File: config.mk
export PLATFORM = sky130hd
export DESIGN_NAME = region_decide
export DESIGN_NICKNAME = d
export VERILOG_FILES = /design/src/rtl/region_chk_pkg.sv /design/src/rtl/region_decide.sv
export SDC_FILE = /design/constraint.sdc
export NUM_CORES = 1
export LEC_CHECK = 0
export BUFFER_PORTS_ARGS = -buffer_cell sky130_fd_sc_hd__buf_2
export CELL_PAD_IN_SITES_DETAIL_PLACEMENT = 1
export CELL_PAD_IN_SITES_GLOBAL_PLACEMENT = 1
export CORE_MARGIN = 4
export CORE_UTILIZATION = 25
export DETAILED_ROUTE_END_ITERATION = 7
export MAX_ROUTING_LAYER = met4
export PLACE_DENSITY_LB_ADDON = 0.1
export SKIP_LAST_GASP = 1
export SLEW_MARGIN = 5
export SYNTH_ARGS = -nofsm -noshare
export SYNTH_HDL_FRONTEND = slang
export SYNTH_SLANG_ARGS = --single-unit
File: constraint.sdc
create_clock -name vclk -period 4.65
set_clock_uncertainty 0.15 [all_clocks]
set_input_delay 0.2325 -clock vclk [all_inputs]
set_output_delay 0.2325 -clock vclk [all_outputs]
set_load 0.01 [all_outputs]
File: src/rtl/region_chk_pkg.sv
// Package: shared encodings for the region access checker.
// Assumes: nothing; pure type definitions.
package region_chk_pkg;

    typedef enum logic [2:0] {
        RSP_REPLY = 3'd0,
        RSP_ACK   = 3'd1,
        RSP_RERR  = 3'd2,
        RSP_WERR  = 3'd3,
        RSP_ERR   = 3'd4,
        RSP_PASS  = 3'd5
    } rsp_code_e;

    typedef enum logic [1:0] {
        KIND_PRD   = 2'd0,
        KIND_PWR   = 2'd1,
        KIND_CRD   = 2'd2,
        KIND_OTHER = 2'd3
    } req_kind_e;

    localparam int unsigned NUM_VEC  = 3;
    localparam int unsigned VEC_CPU  = 0;
    localparam int unsigned VEC_IO   = 1;
    localparam int unsigned VEC_PRES = 2;

endpackage

File: src/rtl/region_decide.sv
// Module: combinational reply decision for one request.
// Assumes: the vectors are stable during the cycle; kind 3 is a request
//          that this block passes through unchanged.
module region_decide
    import region_chk_pkg::*;
#(
    parameter int unsigned NREG   = 64,
    parameter int unsigned RIDX_W = 6
) (
    input  logic [RIDX_W-1:0] region,
    input  logic [1:0]        kind,
    input  logic              is_io,
    input  logic              in_alias,
    input  logic [NREG-1:0]   cpu_vec,
    input  logic [NREG-1:0]   io_vec,
    input  logic [NREG-1:0]   pres_vec,
    output rsp_code_e         code,
    output logic              log_suppress
);

    logic allowed;
    logic present;

    // Pick the protect bit that applies to the request's source side.
    always_comb begin
        allowed = is_io ? io_vec[region] : cpu_vec[region];
        present = pres_vec[region] | in_alias;
    end

    // Map kind and permission onto the reply code.
    always_comb begin
        log_suppress = 1'b0;
        unique case (req_kind_e'(kind))
            KIND_PRD: code = allowed ? RSP_REPLY : RSP_RERR;
            KIND_PWR: code = allowed ? RSP_ACK   : RSP_WERR;
            KIND_CRD: begin
                code         = present ? RSP_PASS : RSP_ERR;
                log_suppress = !present;
            end
            default:  code = RSP_PASS;
        endcase
    end

endmodule

==> results.md, run 1 <==
- The total number of vias is 2,210.
- The standard cell core area is a little under 7000 um^2.
- STA classifies the critical path startpoint as a primary input.
- The sequential cell area is 0 um^2.
- The total global-route track usage is 0.186.
- The first global-routing pass estimated roughly 12 mm of wire.
- The routed design has approximately 7.8 mm of wire.
- The number of nets in the layout is 541.
- The leading area contributor after synthesis is sky130_fd_sc_hd__mux4_2.
- Setup violations remaining at the end of the flow were counted as 0.
- The first-pass iteration count of the detailed router is 4.
- Across all hold checks on the routed design, the worst slack comes to just under 600 ps.
- The area overhead of the layout relative to synthesis is 59.4%.
- The total global routing overflow is 0.
- The share of synthesized area in the top cell type comes to 0.532.
- The number of resized instances in the post-cts repair step is 0.
- The count of filler cells inserted in the layout is 847.
- In the post-synthesis netlist, the biggest area contributors are sky130_fd_sc_hd__mux4_2 53%, sky130_fd_sc_hd__mux2i_1 17%, sky130_fd_sc_hd__mux2_2 3.2%.
- Buffers inserted to repair hold after CTS numbered 0.
- The number of global-route vias before repair is between 2k and 3k.
- Summing every instance area after synthesis gives between 1500 and 2000 um^2.
- The detailed router finished its first iteration with 22 violations.
- The largest fanout of any net on the critical path is 33.
- Counting every net in the synthesized netlist gives 350.
- The transition at the pin with the smallest max-transition slack is 947 ps.
- Counting every instance in the synthesized netlist gives 148.
- The pin count of the biggest net entering global routing is 38.
- For the final routed database, the setup TNS stands at 0 ps.
- 206 I/O pins were placed.
- The detail route stage leaves a number of antenna-violating nets equal to 0.
- The worst max-slew margin expressed relative to the limit is 0.369.
- The routed length per instance is 18.7 um.
- The number of antenna violations at the first check in global routing is 0.
- The share of synthesized area occupied by flip-flops and latches is 0.
- Once the clock tree was built, the setup fixing pass inserted 0 buffers.
- The distinct cell type count after synthesis is 34.
- The die covers 8330 um^2.
- In this run the vertical extent of the chip is about 90 um.
- The quantity of I/O buffers inserted on ports is between 200 and 250.
- The number of max-capacitance violations reported is 0.
- The design has 0 sequential cells.
- The endpoint required time on the critical path is ~4300 ps.
- The number of clock buffer instances in the layout is 0.
- The weighted congestion at the end of routability-driven global placement is around 0.75.
- Data on the critical path arrives at its endpoint at 3030 ps.
- The Yosys step of the flow raised 0 warnings.
- The count of unresolved DRC violations after routing is 0.
- The ratio of final minimum period to clock period is 0.734.
- The largest voltage drop on the vdd net is 0.0550 mV.
- The vias per cell is 5.30.
- The x dimension of the die is about 91 um.
- Dividing the synthesized area by the synthesized cell count gives approximately 12 um^2.
- The worst setup path is of the primary input to output pin kind.
- STA classifies the critical path endpoint as an output pin.
- The routed design could run at a clock period as short as around 3400 ps.
- The hold violation count in the final report came to 0.
- Detailed placement finished with a half-perimeter wire length of about 6.9 mm.
- The final number of max-transition violations is 0.
- The starting density of the core is 0.257.
- The class of the most critical hold timing path is primary input to output pin.
- Of the cells placed in the final design, the portion with a size suffix greater than 1 is 0.760.
- Power spread over the standard cell area amounts to slightly below 90 nW/um^2.
- 0 antenna diodes ended up in the layout.
- The row count is 30.
- The flow ran to the end, and the final reports show no timing, DRC or antenna violations.
- The achievable frequency is just under 0.3 GHz.
- Setup repair after global routing left no endpoint under its margin.
- Summed over all cells, the static leakage comes to 1.38 nW.
## metal layers
metal	wire, um	vias up	global-route usage
met5	0	-	-
met1	2930	1054	0.218
met3	548	8	0.0249
met4	102	0	0.0188
li1	-	1030	-
met2	4220	118	0.347
## through the flow
stage               power (mW)  std cells  setup WS (ps)  cell area, um^2   util
floorplan                0.144        148           2130             1730      -
detailed placement       0.251        417           1160             2760  0.409
finish                   0.246        417           1230             2760  0.409
global placement         0.246        417           1190             2760  0.409
global route             0.271        417            973             2760  0.409
CTS                      0.252        417           1150             2760  0.409
## report_power, final
group / total (mW) / leakage (nW) / switching [mW] / internal, mW
registers: 0 / 0 / 0 / 0
logic: 0.246 / 1.38 / 0.0938 / 0.152
clock network: 0 / 0 / 0 / 0
total: 0.246 / 1.38 / 0.0938 / 0.152
## synthesized netlist by cell type
library cell                 n
sky130_fd_sc_hd__o221ai_1    1
sky130_fd_sc_hd__nand4_1     1
sky130_fd_sc_hd__nor2b_1     5
sky130_fd_sc_hd__or2_2       1
sky130_fd_sc_hd__clkbuf_1    3
sky130_fd_sc_hd__buf_4       3
sky130_fd_sc_hd__o22ai_1     2
sky130_fd_sc_hd__nor2_1      8
sky130_fd_sc_hd__mux2_2      5
sky130_fd_sc_hd__a22o_1      1
sky130_fd_sc_hd__buf_1       1
sky130_fd_sc_hd__mux4_2     41
sky130_fd_sc_hd__a2111oi_0   2
sky130_fd_sc_hd__or3_1       1
sky130_fd_sc_hd__buf_6       3
sky130_fd_sc_hd__mux2i_1    29
sky130_fd_sc_hd__a311oi_1    1
sky130_fd_sc_hd__a211oi_1    1
sky130_fd_sc_hd__buf_2       9
sky130_fd_sc_hd__a2111oi_2   1
sky130_fd_sc_hd__a221oi_1    4
sky130_fd_sc_hd__inv_1       2
sky130_fd_sc_hd__a32o_1      1
sky130_fd_sc_hd__a21oi_1     2
sky130_fd_sc_hd__nor3_1      1
sky130_fd_sc_hd__a311o_1     1
sky130_fd_sc_hd__nand3_1     3
sky130_fd_sc_hd__o21ai_1     1
sky130_fd_sc_hd__a31oi_1     2
sky130_fd_sc_hd__nand2b_1    2
sky130_fd_sc_hd__a221o_1     3
sky130_fd_sc_hd__a32oi_1     1
sky130_fd_sc_hd__and2_1      2
sky130_fd_sc_hd__nand2_1     4
## final cells by class
cell class                 instances  area, um^2  share of cell area
timing repair buffer             208        1050               0.378
inverter                           2        7.51             0.00272
tap                               80         100              0.0362
multi-input combinational        127        1610               0.583
## worst max-delay path: stages
cell and delay [ps]:
sky130_fd_sc_hd__buf_2 710, sky130_fd_sc_hd__buf_4 420, sky130_fd_sc_hd__mux4_2 340, sky130_fd_sc_hd__mux2_2 280, sky130_fd_sc_hd__a221o_1 360, sky130_fd_sc_hd__a2111oi_2 380
sky130_fd_sc_hd__and2_1 180, sky130_fd_sc_hd__buf_2 130
## final timing paths
path	endpoint	depth (start not counted)	from
worst min-delay path	code[2]	2	kind[1]
worst max-delay path	log_suppress	8	region[1]
## logic make-up (layout without fill, tap and decap cells)
group | count (synthesis) | count (layout) | synth area share
and+or+nand+nor | 28 | 28 | 0.0808
buffers and inverters | 21 | 210 | 0.0714
AOI/OAI and AO/OA | 24 | 24 | 0.115
muxes | 75 | 75 | 0.732
## cells in the final DEF (no fill, tap or decap), drive strengths merged
cell and n:
a2111oi 3, a211oi 1, a21oi 2, a221o 3, a221oi 4, a22o 1, a311o 1, a311oi 1
a31oi 2, a32o 1, a32oi 1, and2 2, buf 208, inv 2, mux2 5, mux2i 29
mux4 41, nand2 4, nand2b 2, nand3 3, nand4 1, nor2 8, nor2b 5, nor3 1
o21ai 1, o221ai 1, o22ai 2, or2 1, or3 1
Note: power is estimated with default switching activity, not from simulation.
==> run 2: changes to the inputs <==
--- a/config.mk
+++ b/config.mk
@@ -5,11 +5,12 @@
 export SDC_FILE = /design/constraint.sdc
 export NUM_CORES = 1
 export LEC_CHECK = 0
+export ABC_AREA = 1
 export BUFFER_PORTS_ARGS = -buffer_cell sky130_fd_sc_hd__buf_2
 export CELL_PAD_IN_SITES_DETAIL_PLACEMENT = 1
 export CELL_PAD_IN_SITES_GLOBAL_PLACEMENT = 1
 export CORE_MARGIN = 4
-export CORE_UTILIZATION = 25
+export CORE_UTILIZATION = 18
 export DETAILED_ROUTE_END_ITERATION = 7
 export MAX_ROUTING_LAYER = met4
 export PLACE_DENSITY_LB_ADDON = 0.1
==> constraint.sdc (replaced) <==
create_clock -name vclk -period 2.9
set_clock_uncertainty 0.15 [all_clocks]
set_input_delay 0.145 -clock vclk [all_inputs]
set_output_delay 0.145 -clock vclk [all_outputs]
set_load 0.01 [all_outputs]
==> results.md, run 2 <==
- The total number of vias came to 3,589 (+62%).
- The weighted congestion at the end of routability-driven global placement is 0.792 (+5.9%).
- The number of diodes added for antenna fixing is 0 (unchanged).
- The flow ran to the end, and the final reports show no timing, DRC or antenna violations.
- The wire length on met2 came to 4.99 mm (+18%).
- The final number of max-transition violations is 0 (unchanged).
- The number of warnings issued by yosys is 0 (unchanged).
- The standard cell core area is 10,900 um^2 (+61%).
- The wire length on met3 is 807 um (+47%).
- The largest fanout of any net on the critical path is 96 (+190%).
- The most common cell after layout, fill and taps aside is sky130_fd_sc_hd__nand2_1.
- The average instance area after synthesis was 4.39 um^2 (-63%).
- The cell count of the worst hold path is 2 (unchanged).
- STA classifies the critical path startpoint as a primary input.
- The top routing layer in use is met3.
- The total design power is 0.439 mW (+79%).
- The total half-perimeter wirelength after legalization and detailed placement is 9.12 mm (+31%).
- The ratio of final minimum period to clock period is 0.802.
- The wire length after detailed routing is 11.3 mm (+45%).
- The transition at the pin with the smallest max-transition slack is 913 ps (-34.0 ps).
- The critical path is of the primary input to output pin type.
- Setup repair after global routing left no endpoint under its margin.
- The y dimension of the die was 114 um (+25%).
- The first-pass iteration count of the detailed router is 4 (unchanged).
- The worst hold path terminates at code[2].
- The count of final setup violators was 0 (unchanged).
- The number of top-level pins was 206 (unchanged).
- The number of resized instances in the post-cts repair step is 0 (unchanged).
- The number of setup buffers added after CTS is 0 (unchanged).
- The cts-stage hold buffer count came to 0 (unchanged).
- The number of max-capacitance violations reported is 0 (unchanged).
- The starting density of the core came to 0.185 (-0.0718).
- By area the synthesized netlist is led by sky130_fd_sc_hd__nand2_1 46%, sky130_fd_sc_hd__nand3_1 40%, sky130_fd_sc_hd__buf_2 5.5%.
- The total global routing overflow was 0 (unchanged).
- The total power divided by cell area is 143 nW/um^2 (+61%).
- The achievable frequency is between 0.4 and 0.5 GHz.
- The hold violation count in the final report is 0 (unchanged).
- The worst min-delay path startpoint is kind[1].
- The min-delay analysis places its worst path in the category primary input to output pin.
- The area fraction of the dominant cell type after synthesis is 0.459 (-0.0738).
- The post-route setup TNS was 0 ps (unchanged).
- The routed length on met1 is 5.50 mm (+88%).
- The distinct cell type count after synthesis is 13 (-62%).
- The worst max-slew margin expressed relative to the limit is 0.391 (+0.0227).
- The critical path capture point type is an output pin.
- The largest voltage drop on the vdd net came to 0.119 mV (+120%).
- The sequential cell area was 0 um^2 (unchanged).
- The number of clock buffer instances in the layout is 0 (unchanged).
- The number of nets in the layout was 839 (+55%).
- The endpoint required time on the critical path came to 2610 ps (-1660 ps).
- The final design area excluding fillers was 3070 um^2 (+11%).
- The global-route wire length before repair is 18.1 mm (+46%).
- The leakage power of the design is 1.83 nW (+33%).
- The row count is 38 (+27%).
- The leading area contributor after synthesis is sky130_fd_sc_hd__nand2_1.
- The final cell utilization of the core came to 0.282 (-0.127).
- The sequential cell count is 0 (unchanged).
- The net count after synthesis is 661 (+89%).
- The count of unresolved DRC violations after routing is 0 (unchanged).
- The mapped cell area is 2010 um^2 (+16%).
- The number of nets with antenna violations after routing is 0 (unchanged).
- The x dimension of the die is 114 um (+25%).
- The placed instance area is 3070 um^2 (+11%).
- The iteration-0 DRC count of the detailed router is 275 (+1200%).
- The vias per cell is 4.63 (-13%).
- The worst endpoint data arrival time is 2030 ps (-1000 ps).
- The top cell types in the final layout, fill and taps aside, are 246 x sky130_fd_sc_hd__nand2_1, 206 x sky130_fd_sc_hd__buf_2, 162 x sky130_fd_sc_hd__nand3_1.
- By count the netlist is led by 246 x sky130_fd_sc_hd__nand2_1, 162 x sky130_fd_sc_hd__nand3_1, 22 x sky130_fd_sc_hd__buf_2, 6 x sky130_fd_sc_hd__buf_6, 6 x sky130_fd_sc_hd__inv_1.
- The routed length per instance is 14.6 um (-22%).
- The fraction of final layout cells sized beyond drive strength 1 is 0.342 (-0.418).
- The number of global-route vias before repair is 3,743 (+49%).
- The quantity of I/O buffers inserted on ports is 206 (unchanged).
- The number of antenna violations at the first check in global routing came to 0 (unchanged).
- The gate count of the mapped netlist came to 459 (+210%).
- The total global-route track usage is 0.169 (-0.0163).
- The pin count of the biggest net entering global routing came to 97 (+160%).
- The area overhead of the layout relative to synthesis is 52.6%.
- The minimum period implied by the final worst setup slack is about 2300 ps.
- The most frequent cell after synthesis is sky130_fd_sc_hd__nand2_1.
- The share of synthesized area occupied by flip-flops and latches is 0 (unchanged).
- The full die area came to 12,900 um^2 (+55%).
==> run 2: area by class of cell <==
class              instances  area, um^2
inverters                  8        32.5
well taps                140         175
fillers                 1612        7820
multi-input cells        412        1750
repair buffers           215        1110
==> run 2: layer usage <==
metal	vias up	global-route usage
met5	-	-
met4	0	0
met3	0	0.0159
met2	142	0.274
met1	1598	0.245
li1	1849	-
==> run 2: kinds of logic (layout without fill, tap and decap cells) <==
| kind of cell | after synthesis | after routing | share of synthesized area |
|---|---|---|---|
| AOI/OAI and AO/OA | 1 | 1 | 0.00248 |
| buffers and inverters | 47 | 223 | 0.129 |
| and+or+nand+nor | 411 | 411 | 0.869 |
==> run 2: critical path, stage by stage <==
cell,delay (ps)
sky130_fd_sc_hd__buf_2,110
sky130_fd_sc_hd__buf_4,720
sky130_fd_sc_hd__nand2_1,120
sky130_fd_sc_hd__nand3_1,130
sky130_fd_sc_hd__nand3_1,70
sky130_fd_sc_hd__nand2_1,100
sky130_fd_sc_hd__nand2_1,70
sky130_fd_sc_hd__nand3_1,70
sky130_fd_sc_hd__nand3_1,60
sky130_fd_sc_hd__nand3b_1,150
sky130_fd_sc_hd__nand2_1,70
sky130_fd_sc_hd__nand2_1,50
sky130_fd_sc_hd__buf_2,120
==> run 2: worst max-delay path by stage <==
stage | startpoint | endpoint | cells after the start
CTS | region[0] | code[1] | 14
floorplan | region[0] | log_suppress | 12
detailed placement | region[0] | code[1] | 14
global placement | region[0] | code[1] | 14
global route | region[0] | code[0] | 13
finish | region[0] | code[0] | 13
==> run 2: metrics by stage <==
| stage | instances | hold WS, ps | setup WS, ps |
|---|---|---|---|
| finish | 775 | 399 | 574 |
| global route | 775 | 423 | 320 |
| global placement | 775 | 413 | 588 |
| detailed placement | 775 | 402 | 570 |
| floorplan | 459 | 240 | 1360 |
| CTS | 775 | 402 | 560 |
==> run 2: power by group <==
part	internal (mW)	leakage, nW	switching (mW)
logic	0.200	1.83	0.239
clock network	0	0	0
registers	0	0	0
total	0.200	1.83	0.239
